## config.mk

```make
export PLATFORM = sky130hd
export DESIGN_NAME = mbox_byte_seq
export DESIGN_NICKNAME = d
export VERILOG_FILES = /design/src/rtl/mbs_pkg.sv /design/src/rtl/mbs_handshake.sv /design/src/rtl/mbs_regfile.sv /design/src/rtl/mbox_byte_seq.sv
export SDC_FILE = /design/constraint.sdc
export NUM_CORES = 1
export LEC_CHECK = 0
export BUFFER_PORTS_ARGS = -buffer_cell sky130_fd_sc_hd__buf_4
export CAP_MARGIN = 40
export CORE_MARGIN = 4
export CORE_UTILIZATION = 49
export DETAILED_ROUTE_END_ITERATION = 10
export GPL_TIMING_DRIVEN = 1
export HOLD_SLACK_MARGIN = 0.03
export PLACE_DENSITY_LB_ADDON = 0.05
export SLEW_MARGIN = 20
export SYNTH_ARGS = -nofsm -noshare
export SYNTH_HDL_FRONTEND = slang
export SYNTH_SLANG_ARGS = --single-unit
```

## constraint.sdc

```tcl
create_clock -name clk -period 5.9 [get_ports clk]
set_clock_uncertainty 0.1 [all_clocks]
set_input_delay 0.885 -clock clk [delete_from_list [all_inputs] [get_ports clk]]
set_output_delay 0.885 -clock clk [all_outputs]
set_load 0.005 [all_outputs]
```

## src/rtl/mbs_pkg.sv

```systemverilog
package mbs_pkg;

   typedef enum logic [1:0] {
      ST_IDLE = 2'd0,
      ST_CMD  = 2'd1,
      ST_WAIT = 2'd2,
      ST_RSP  = 2'd3
   } mbs_state_e;

   typedef struct packed {
      logic       known;
      logic       cmd_var;
      logic [7:0] cmd_len;
      logic       rsp_var;
      logic [7:0] rsp_len;
   } mbs_len_t;

   // Per-opcode length table, computed over all 256 codes.
   function automatic mbs_len_t mbs_lookup(input logic [7:0] op);
      mbs_len_t r;
      r       = '0;
      r.known = 1'b1;
      case (op)
         8'h10:   r.cmd_len = 8'd1;
         8'h20:   r.cmd_var = 1'b1;
         8'h30:   r.cmd_len = 8'd4;
         8'h38:   r.rsp_len = 8'd4;
         8'h78:   r.rsp_var = 1'b1;
         8'hE8:   r.rsp_len = 8'd1;
         default: begin
            r.known   = 1'b0;
            r.rsp_var = op[0];
            r.rsp_len = op[0] ? 8'd0 : {6'd0, op[2:1]};
         end
      endcase
      return r;
   endfunction

endpackage

```

## src/rtl/mbs_handshake.sv

```systemverilog
module mbs_handshake #(
   parameter int W       = 8,
   parameter int ACK_BIT = 3,
   parameter int REQ_BIT = 4
) (
   input  logic         clk,
   input  logic         rst_n,
   input  logic         port_wr,
   input  logic [W-1:0] port_wdata,
   input  logic         stall,
   output logic [W-1:0] port_q,
   output logic         byte_evt,
   output logic         hs_err
);
   localparam logic [W-1:0] ONE    = {{(W-1){1'b0}}, 1'b1};
   localparam logic [W-1:0] IDLE_V = (ONE << ACK_BIT) | (ONE << REQ_BIT);

   generate
      if (ACK_BIT == REQ_BIT || ACK_BIT >= W || REQ_BIT >= W) begin : g_bad_bits
         $error("mbs_handshake: handshake bit positions invalid");
      end
   endgenerate

   logic [W-1:0] last_q, nxt;
   logic         changed, rel_evt, bad_evt;

   always_comb begin
      changed  = (port_q != last_q) && !stall;
      byte_evt = changed && !port_q[REQ_BIT] &&  port_q[ACK_BIT];
      rel_evt  = changed &&  port_q[REQ_BIT] && !port_q[ACK_BIT];
      bad_evt  = changed && !port_q[REQ_BIT] && !port_q[ACK_BIT];
      nxt      = port_q;
      if (byte_evt) nxt[ACK_BIT] = 1'b0;
      if (rel_evt)  nxt[ACK_BIT] = 1'b1;
   end

   always_ff @(posedge clk) begin
      if (!rst_n) begin
         port_q <= IDLE_V;
         last_q <= IDLE_V;
         hs_err <= 1'b0;
      end else begin
         hs_err <= bad_evt;
         if (changed) last_q <= nxt;
         port_q <= port_wr ? port_wdata : nxt;
      end
   end
endmodule

```

## src/rtl/mbs_regfile.sv

```systemverilog
module mbs_regfile #(
   parameter int DEPTH = 32,
   parameter int W     = 8,
   localparam int IW   = $clog2(DEPTH)
) (
   input  logic          clk,
   input  logic          we,
   input  logic [IW-1:0] widx,
   input  logic [W-1:0]  wdata,
   input  logic [IW-1:0] ridx,
   output logic [W-1:0]  rdata
);
   generate
      if (DEPTH < 2 || (1 << IW) != DEPTH) begin : g_bad_depth
         $error("mbs_regfile: DEPTH must be a power of two");
      end
   endgenerate

   logic [W-1:0] mem [DEPTH];

   always_ff @(posedge clk) begin
      if (we) mem[widx] <= wdata;
   end

   assign rdata = mem[ridx];
endmodule

```

## src/rtl/mbox_byte_seq.sv

```systemverilog
module mbox_byte_seq
   import mbs_pkg::*;
#(
   parameter int DEPTH   = 32,
   parameter int ACK_BIT = 3,
   parameter int REQ_BIT = 4,
   localparam int IW     = $clog2(DEPTH),
   localparam int CW     = $clog2(DEPTH + 1)
) (
   input  logic          clk,
   input  logic          rst_n,
   input  logic          port_wr,
   input  logic [7:0]    port_wdata,
   output logic [7:0]    port_q,
   input  logic          sr_dir_out,
   input  logic [7:0]    sr_in,
   output logic [7:0]    sr_out,
   output logic          sr_done,
   output logic          proto_err,
   output logic          hs_err,
   output logic          poll_hold,
   output logic          disp_stb,
   output logic [7:0]    disp_op,
   output logic [CW-1:0] arg_cnt,
   input  logic [IW-1:0] arg_ridx,
   output logic [7:0]    arg_rdata,
   input  logic          rsp_wr,
   input  logic [IW-1:0] rsp_widx,
   input  logic [7:0]    rsp_wdata,
   input  logic          rsp_ready,
   input  logic [CW-1:0] rsp_cnt
);
   generate
      if (DEPTH < 4 || DEPTH > 128) begin : g_bad_depth
         $error("mbox_byte_seq: DEPTH out of range");
      end
   endgenerate

   mbs_state_e    state_q;
   logic [7:0]    op_q, cmd_len_q, rx_q;
   logic          len_pend_q, known_q, rsp_var_q, need_size_q;
   logic [CW-1:0] rsp_fix_q, rsp_len_q, rsp_avail_q, rsp_pos_q;

   logic          byte_evt, stall;
   mbs_len_t      lk;
   logic          cmd_fin, fin_known, from_wait, go_rsp;
   logic          ent_var, ent_empty;
   logic [CW-1:0] ent_fix, ent_len, ent_avail;
   logic [7:0]    rsp_rdata, rsp_byte;
   logic          rsp_last, arg_we;

   assign stall = (state_q == ST_WAIT);

   mbs_handshake #(.W(8), .ACK_BIT(ACK_BIT), .REQ_BIT(REQ_BIT)) u_hs (
      .clk(clk), .rst_n(rst_n), .port_wr(port_wr), .port_wdata(port_wdata),
      .stall(stall), .port_q(port_q), .byte_evt(byte_evt), .hs_err(hs_err)
   );

   assign arg_we = byte_evt && sr_dir_out && (state_q == ST_CMD) && !len_pend_q
                   && (rx_q < 8'(DEPTH));

   mbs_regfile #(.DEPTH(DEPTH), .W(8)) u_args (
      .clk(clk), .we(arg_we), .widx(rx_q[IW-1:0]), .wdata(sr_in),
      .ridx(arg_ridx), .rdata(arg_rdata)
   );

   mbs_regfile #(.DEPTH(DEPTH), .W(8)) u_rsp (
      .clk(clk), .we(rsp_wr), .widx(rsp_widx), .wdata(rsp_wdata),
      .ridx(rsp_pos_q[IW-1:0]), .rdata(rsp_rdata)
   );

   assign lk      = mbs_lookup(sr_in);
   assign disp_op = op_q;
   assign arg_cnt = (rx_q >= 8'(DEPTH)) ? CW'(DEPTH) : CW'(rx_q);

   always_comb begin
      fin_known = (state_q == ST_IDLE) ? lk.known : known_q;
      cmd_fin   = 1'b0;
      if (byte_evt && sr_dir_out) begin
         case (state_q)
            ST_IDLE: cmd_fin = !lk.cmd_var && (lk.cmd_len == 8'd0);
            ST_CMD:  cmd_fin = len_pend_q ? (sr_in == 8'd0)
                                          : ((rx_q + 8'd1) == cmd_len_q);
            default: cmd_fin = 1'b0;
         endcase
      end
      from_wait = (state_q == ST_WAIT);
      go_rsp    = (cmd_fin && !fin_known) || (from_wait && rsp_ready);
      ent_var   = (state_q == ST_IDLE) ? lk.rsp_var : rsp_var_q;
      ent_fix   = (state_q == ST_IDLE) ? CW'(lk.rsp_len) : rsp_fix_q;
      ent_len   = ent_var ? (from_wait ? rsp_cnt : '0) : ent_fix;
      ent_avail = from_wait ? rsp_cnt : '0;
      ent_empty = !ent_var && (ent_len == '0);
      rsp_byte  = (rsp_pos_q < rsp_avail_q) ? rsp_rdata : 8'h00;
      rsp_last  = ((rsp_pos_q + CW'(1)) == rsp_len_q);
   end

   always_ff @(posedge clk) begin
      if (!rst_n) begin
         state_q     <= ST_IDLE;
         op_q        <= '0;
         cmd_len_q   <= '0;
         rx_q        <= '0;
         len_pend_q  <= 1'b0;
         known_q     <= 1'b0;
         rsp_var_q   <= 1'b0;
         rsp_fix_q   <= '0;
         rsp_len_q   <= '0;
         rsp_avail_q <= '0;
         rsp_pos_q   <= '0;
         need_size_q <= 1'b0;
         sr_out      <= '0;
         sr_done     <= 1'b0;
         proto_err   <= 1'b0;
         disp_stb    <= 1'b0;
         poll_hold   <= 1'b0;
      end else begin
         sr_done   <= 1'b0;
         proto_err <= 1'b0;
         disp_stb  <= 1'b0;
         if (byte_evt) begin
            case (state_q)
               ST_IDLE: begin
                  if (!sr_dir_out) begin
                     proto_err <= 1'b1;
                  end else begin
                     sr_done    <= 1'b1;
                     poll_hold  <= 1'b1;
                     op_q       <= sr_in;
                     known_q    <= lk.known;
                     rsp_var_q  <= lk.rsp_var;
                     rsp_fix_q  <= CW'(lk.rsp_len);
                     len_pend_q <= lk.cmd_var;
                     cmd_len_q  <= lk.cmd_len;
                     rx_q       <= '0;
                     state_q    <= ST_CMD;
                  end
               end
               ST_CMD: begin
                  if (!sr_dir_out) begin
                     proto_err <= 1'b1;
                  end else begin
                     sr_done <= 1'b1;
                     if (len_pend_q) begin
                        cmd_len_q  <= sr_in;
                        len_pend_q <= 1'b0;
                     end else begin
                        rx_q <= rx_q + 8'd1;
                     end
                  end
               end
               ST_RSP: begin
                  if (sr_dir_out) begin
                     proto_err <= 1'b1;
                  end else begin
                     sr_done <= 1'b1;
                     if (need_size_q) begin
                        sr_out      <= 8'(rsp_len_q);
                        need_size_q <= 1'b0;
                        if (rsp_len_q == '0) begin
                           state_q   <= ST_IDLE;
                           poll_hold <= 1'b0;
                        end
                     end else begin
                        sr_out    <= rsp_byte;
                        rsp_pos_q <= rsp_pos_q + CW'(1);
                        if (rsp_last) begin
                           state_q   <= ST_IDLE;
                           poll_hold <= 1'b0;
                        end
                     end
                  end
               end
               default: ;
            endcase
         end
         if (cmd_fin && fin_known) begin
            disp_stb <= 1'b1;
            state_q  <= ST_WAIT;
         end
         if (go_rsp) begin
            need_size_q <= ent_var;
            rsp_len_q   <= ent_len;
            rsp_avail_q <= ent_avail;
            rsp_pos_q   <= '0;
            if (ent_empty) begin
               state_q   <= ST_IDLE;
               poll_hold <= 1'b0;
            end else begin
               state_q   <= ST_RSP;
            end
         end
      end
   end
endmodule

```

==> metrics.md <==
| Metric | Value |
|---|---|
| Top cells by count, synth | edfxtp_1, mux4_2, nor2_1 |
| RSZ-0062 raised after global routing | false |
| Antenna-violating nets left | 0 |
| Buf/Inv on CP | 3 |
| Most used DFF post-synth | edfxtp_1 |
| Status | finished clean |
| Power share of the clock group | 40.5% |
| DRC Markers | 0 |
| Final worst setup slack | 1.61 ns |
| Part of the cycle the worst path needs | 72.7% |
| Root Driver | clkbuf_16 |
| Core ar. | 48100 um2 |
| Total CTS buffers | 59 |
| CP arrival | 3.31 ns |
| Per-cell routed wire length | 24.1 um |
| Peak VDD IR | 0.255 mV |
| Internal cell power | 6.76 mW |
| Max-Slew Margin vs Limit | 42.9% |
| Setup TNS Final | 0 ns |
| P&R area growth vs syn | 14.0% |
| Placed Area | 25600 um2 |
| Slew @ Worst Pin | 0.833 ns |
| Synth Cell Area | 24000 um2 |
| Avg Inst Size Synth | 18.1 um2 |
| Via count | 12.3k |
| Area contributors post-synth | edfxtp_1, mux4_2, dfxtp_1 |
| WS Path Type | input pin to output port |
| Cell Pwr Density | 313 nW/um2 |
| Period minus WS final | 4.29 ns |
| Die H | 230 um |
| Seq/Total Area, Yosys | 71.0% |
| H-tree Lvls | 2 |
| Global-route wire length before repair | 79000 um |
| Cell chain of the critical path | buf_4, buf_12, mux4_2, mux4_2, mux2_2, buf_4 |
| Async S/R FF share, synth | 0% |
| Top cell type's share of synthesized area | 63.9% |
| CTS resizes | 0 |
| DP Worst Slack | 1.53 ns |
| Diodes inserted | 0 |
| Sw Pwr | 1.82 mW |
| Initial Utilization | 49.9% |
| DR iter-0 viols | 998 |
| Crit Path Max Fanout | 33 |
| Std-Cell Rows | 80 |
| Seq cells post-synth | 597 |
| Layout cells sized above 1 | 27.6% |
| Die width | 230 um |
| Port bufs | 88 |
| CTS Buffer Depth | 3 |
| Vias in the first global route | 12.4k |
| First-pass detailed-route iteration total | 6 |
| Crit-path max cell delay | 0.54 ns |
| # fillers | 3646 |
| RD Place Congestion | 0.783 |
| Critical Path Slowest Stage Cell | mux4_2 |
| YS warnings | 0 |
| P_leak | 8.92 nW |
| Routed wire length | 51900 um |
| Overall Global Routing Usage | 19.7% |
| Post-route cell area | 27400 um2 |
| Via density per instance | 5.70 |
| Worst setup EP type | output port |
| Largest net degree at the start of global routing | 48 |
| Setup bufs post-CTS | 0 |
| Most frequent cell after synthesis | edfxtp_1 |
| Reg power frac | 54.1% |
| Fmax achieved | 0.233 GHz |
| Post-synth EDFFs | 512 |
| Switching share of power | 21.3% |
| Clk_lat worst skew | 0.61 ns |
| Synth unique cells | 60 |
| CTS tree | done |
| Total power | 8.58 mW |
| Cts-stage hold buffer count | 0 |
| Final Hold Fails | 0 |
| Layout Nets | 1512 |
| Critical Path Source Type | input pin |
| Cell family with most CP delay | multiplexers |
| Sinks on the clock net | 597 |
| Max cap viols | 0 |
| Min-Delay Path Class | flop to flop |
| Top cell type by total area after synthesis | edfxtp_1 |
| Critical Path RT | 4.91 ns |
| Mapped Nets | 1385 |
| Total gr overflow | 0 |
| Logic pwr share | 5.4% |
| Die Area | 52700 um2 |
| Number of top-level pins | 89 |
| Setup violations, final | 0 |
| Max-slew violations | 0 |
| Antenna violations before repair | 0 |
| Clk slew on worst S/H paths | 0.06 ns |
| Post-DP HPWL | 34300 um |
| WHS | 0.365 ns |
| Synth Instances | 1325 |
path summary, 6_finish.rpt:
kind,startpoint,endpoint,slack (ns),cells past startpoint
worst max-delay path,arg_ridx[0],arg_rdata[3],1.61,6
worst min-delay path,sr_out[7],sr_out[7],0.37,2
worst max register to register,rx_q[0],rsp_avail_q[5],2.59,8
worst min register to register,sr_out[7],sr_out[7],0.37,2
kinds of logic after synthesis:
family                     after synthesis  synth area share, %
buffers and inverters                   92                 1.75
xor gates and xnor gates                29                 1.06
adders and majority gates               14                0.729
DFF                                    597                 71.0
AOI/OAI and AO/OA                      103                 2.85
muxes                                  209                 17.1
and+or+nand+nor                        281                 5.47
registers in the layout (all words and copies together) (netlist names), 2 cells and up, named ones only:
register,cells
rsp_pos_q,6
u_rsp.mem,256
state_q,2
disp_op,8
u_hs.last_q,8
rsp_fix_q,3
rx_q,8
u_hs.port_q,8
sr_out,8
rsp_avail_q,6
rsp_len_q,6
cmd_len_q,8
u_args.mem,256
metal layers:
| metal | wire length (um) | part of all wire (%) | global-route usage [%] |
|---|---|---|---|
| met1 | 22800 | 44 | 28.2 |
| met2 | 25900 | 50 | 32.8 |
| met3 | 2220 | 4.3 | 2.47 |
| met4 | 986 | 1.9 | 5.02 |
| met5 | 0 | 0 | 0 |
placed cells by master, fill, tap and decap left out, types with 25 or more instances in the layout:
cell and count:
dfxtp_1 83, buf_4 126, mux2i_1 31, o21ai_0 25
edfxtp_1 512, nand3_1 28, clkbuf_16 59, nand2_1 45
nor2_1 138, mux4_2 160
through the flow:
stage | util [%] | cells
2_1_floorplan | - | 1325
3_3_place_gp | 52.4 | 2003
3_5_place_dp | 53.1 | 2038
4_1_cts | 56.8 | 2142
5_1_grt | 56.9 | 2151
6_report | 56.9 | 2151
power groups by stage:
stage                     combinational (mW)  sequential [mW]  clock (mW)
after floorplan                        0.281             4.73           0
after global placement                 0.451             4.73           0
after detailed placement               0.463             4.73           0
after CTS                              0.464             4.64        3.56
after global routing                   0.505             4.65        3.74
final                                  0.462             4.64        3.47
layout make-up:
cell class              count  area (um2)  area share, %
clock buffers              67        1510           5.49
clock inverters            37         259          0.945
inverters                  18        67.6          0.246
multi-input cells         636        6550           23.9
flip-flops and latches    597       17100           62.3
well taps                 656         821           2.99
repair buffers            140        1130           4.13
tightest hold or removal path: cells and delay by family, from the launching register on:
kind	cells	cell delay [ns]
AO/OA/AOI/OAI	1	0.05
flip-flops	1	0.31
AND/OR/NAND/NOR	1	0.05
(Power assumes the default switching activity.)
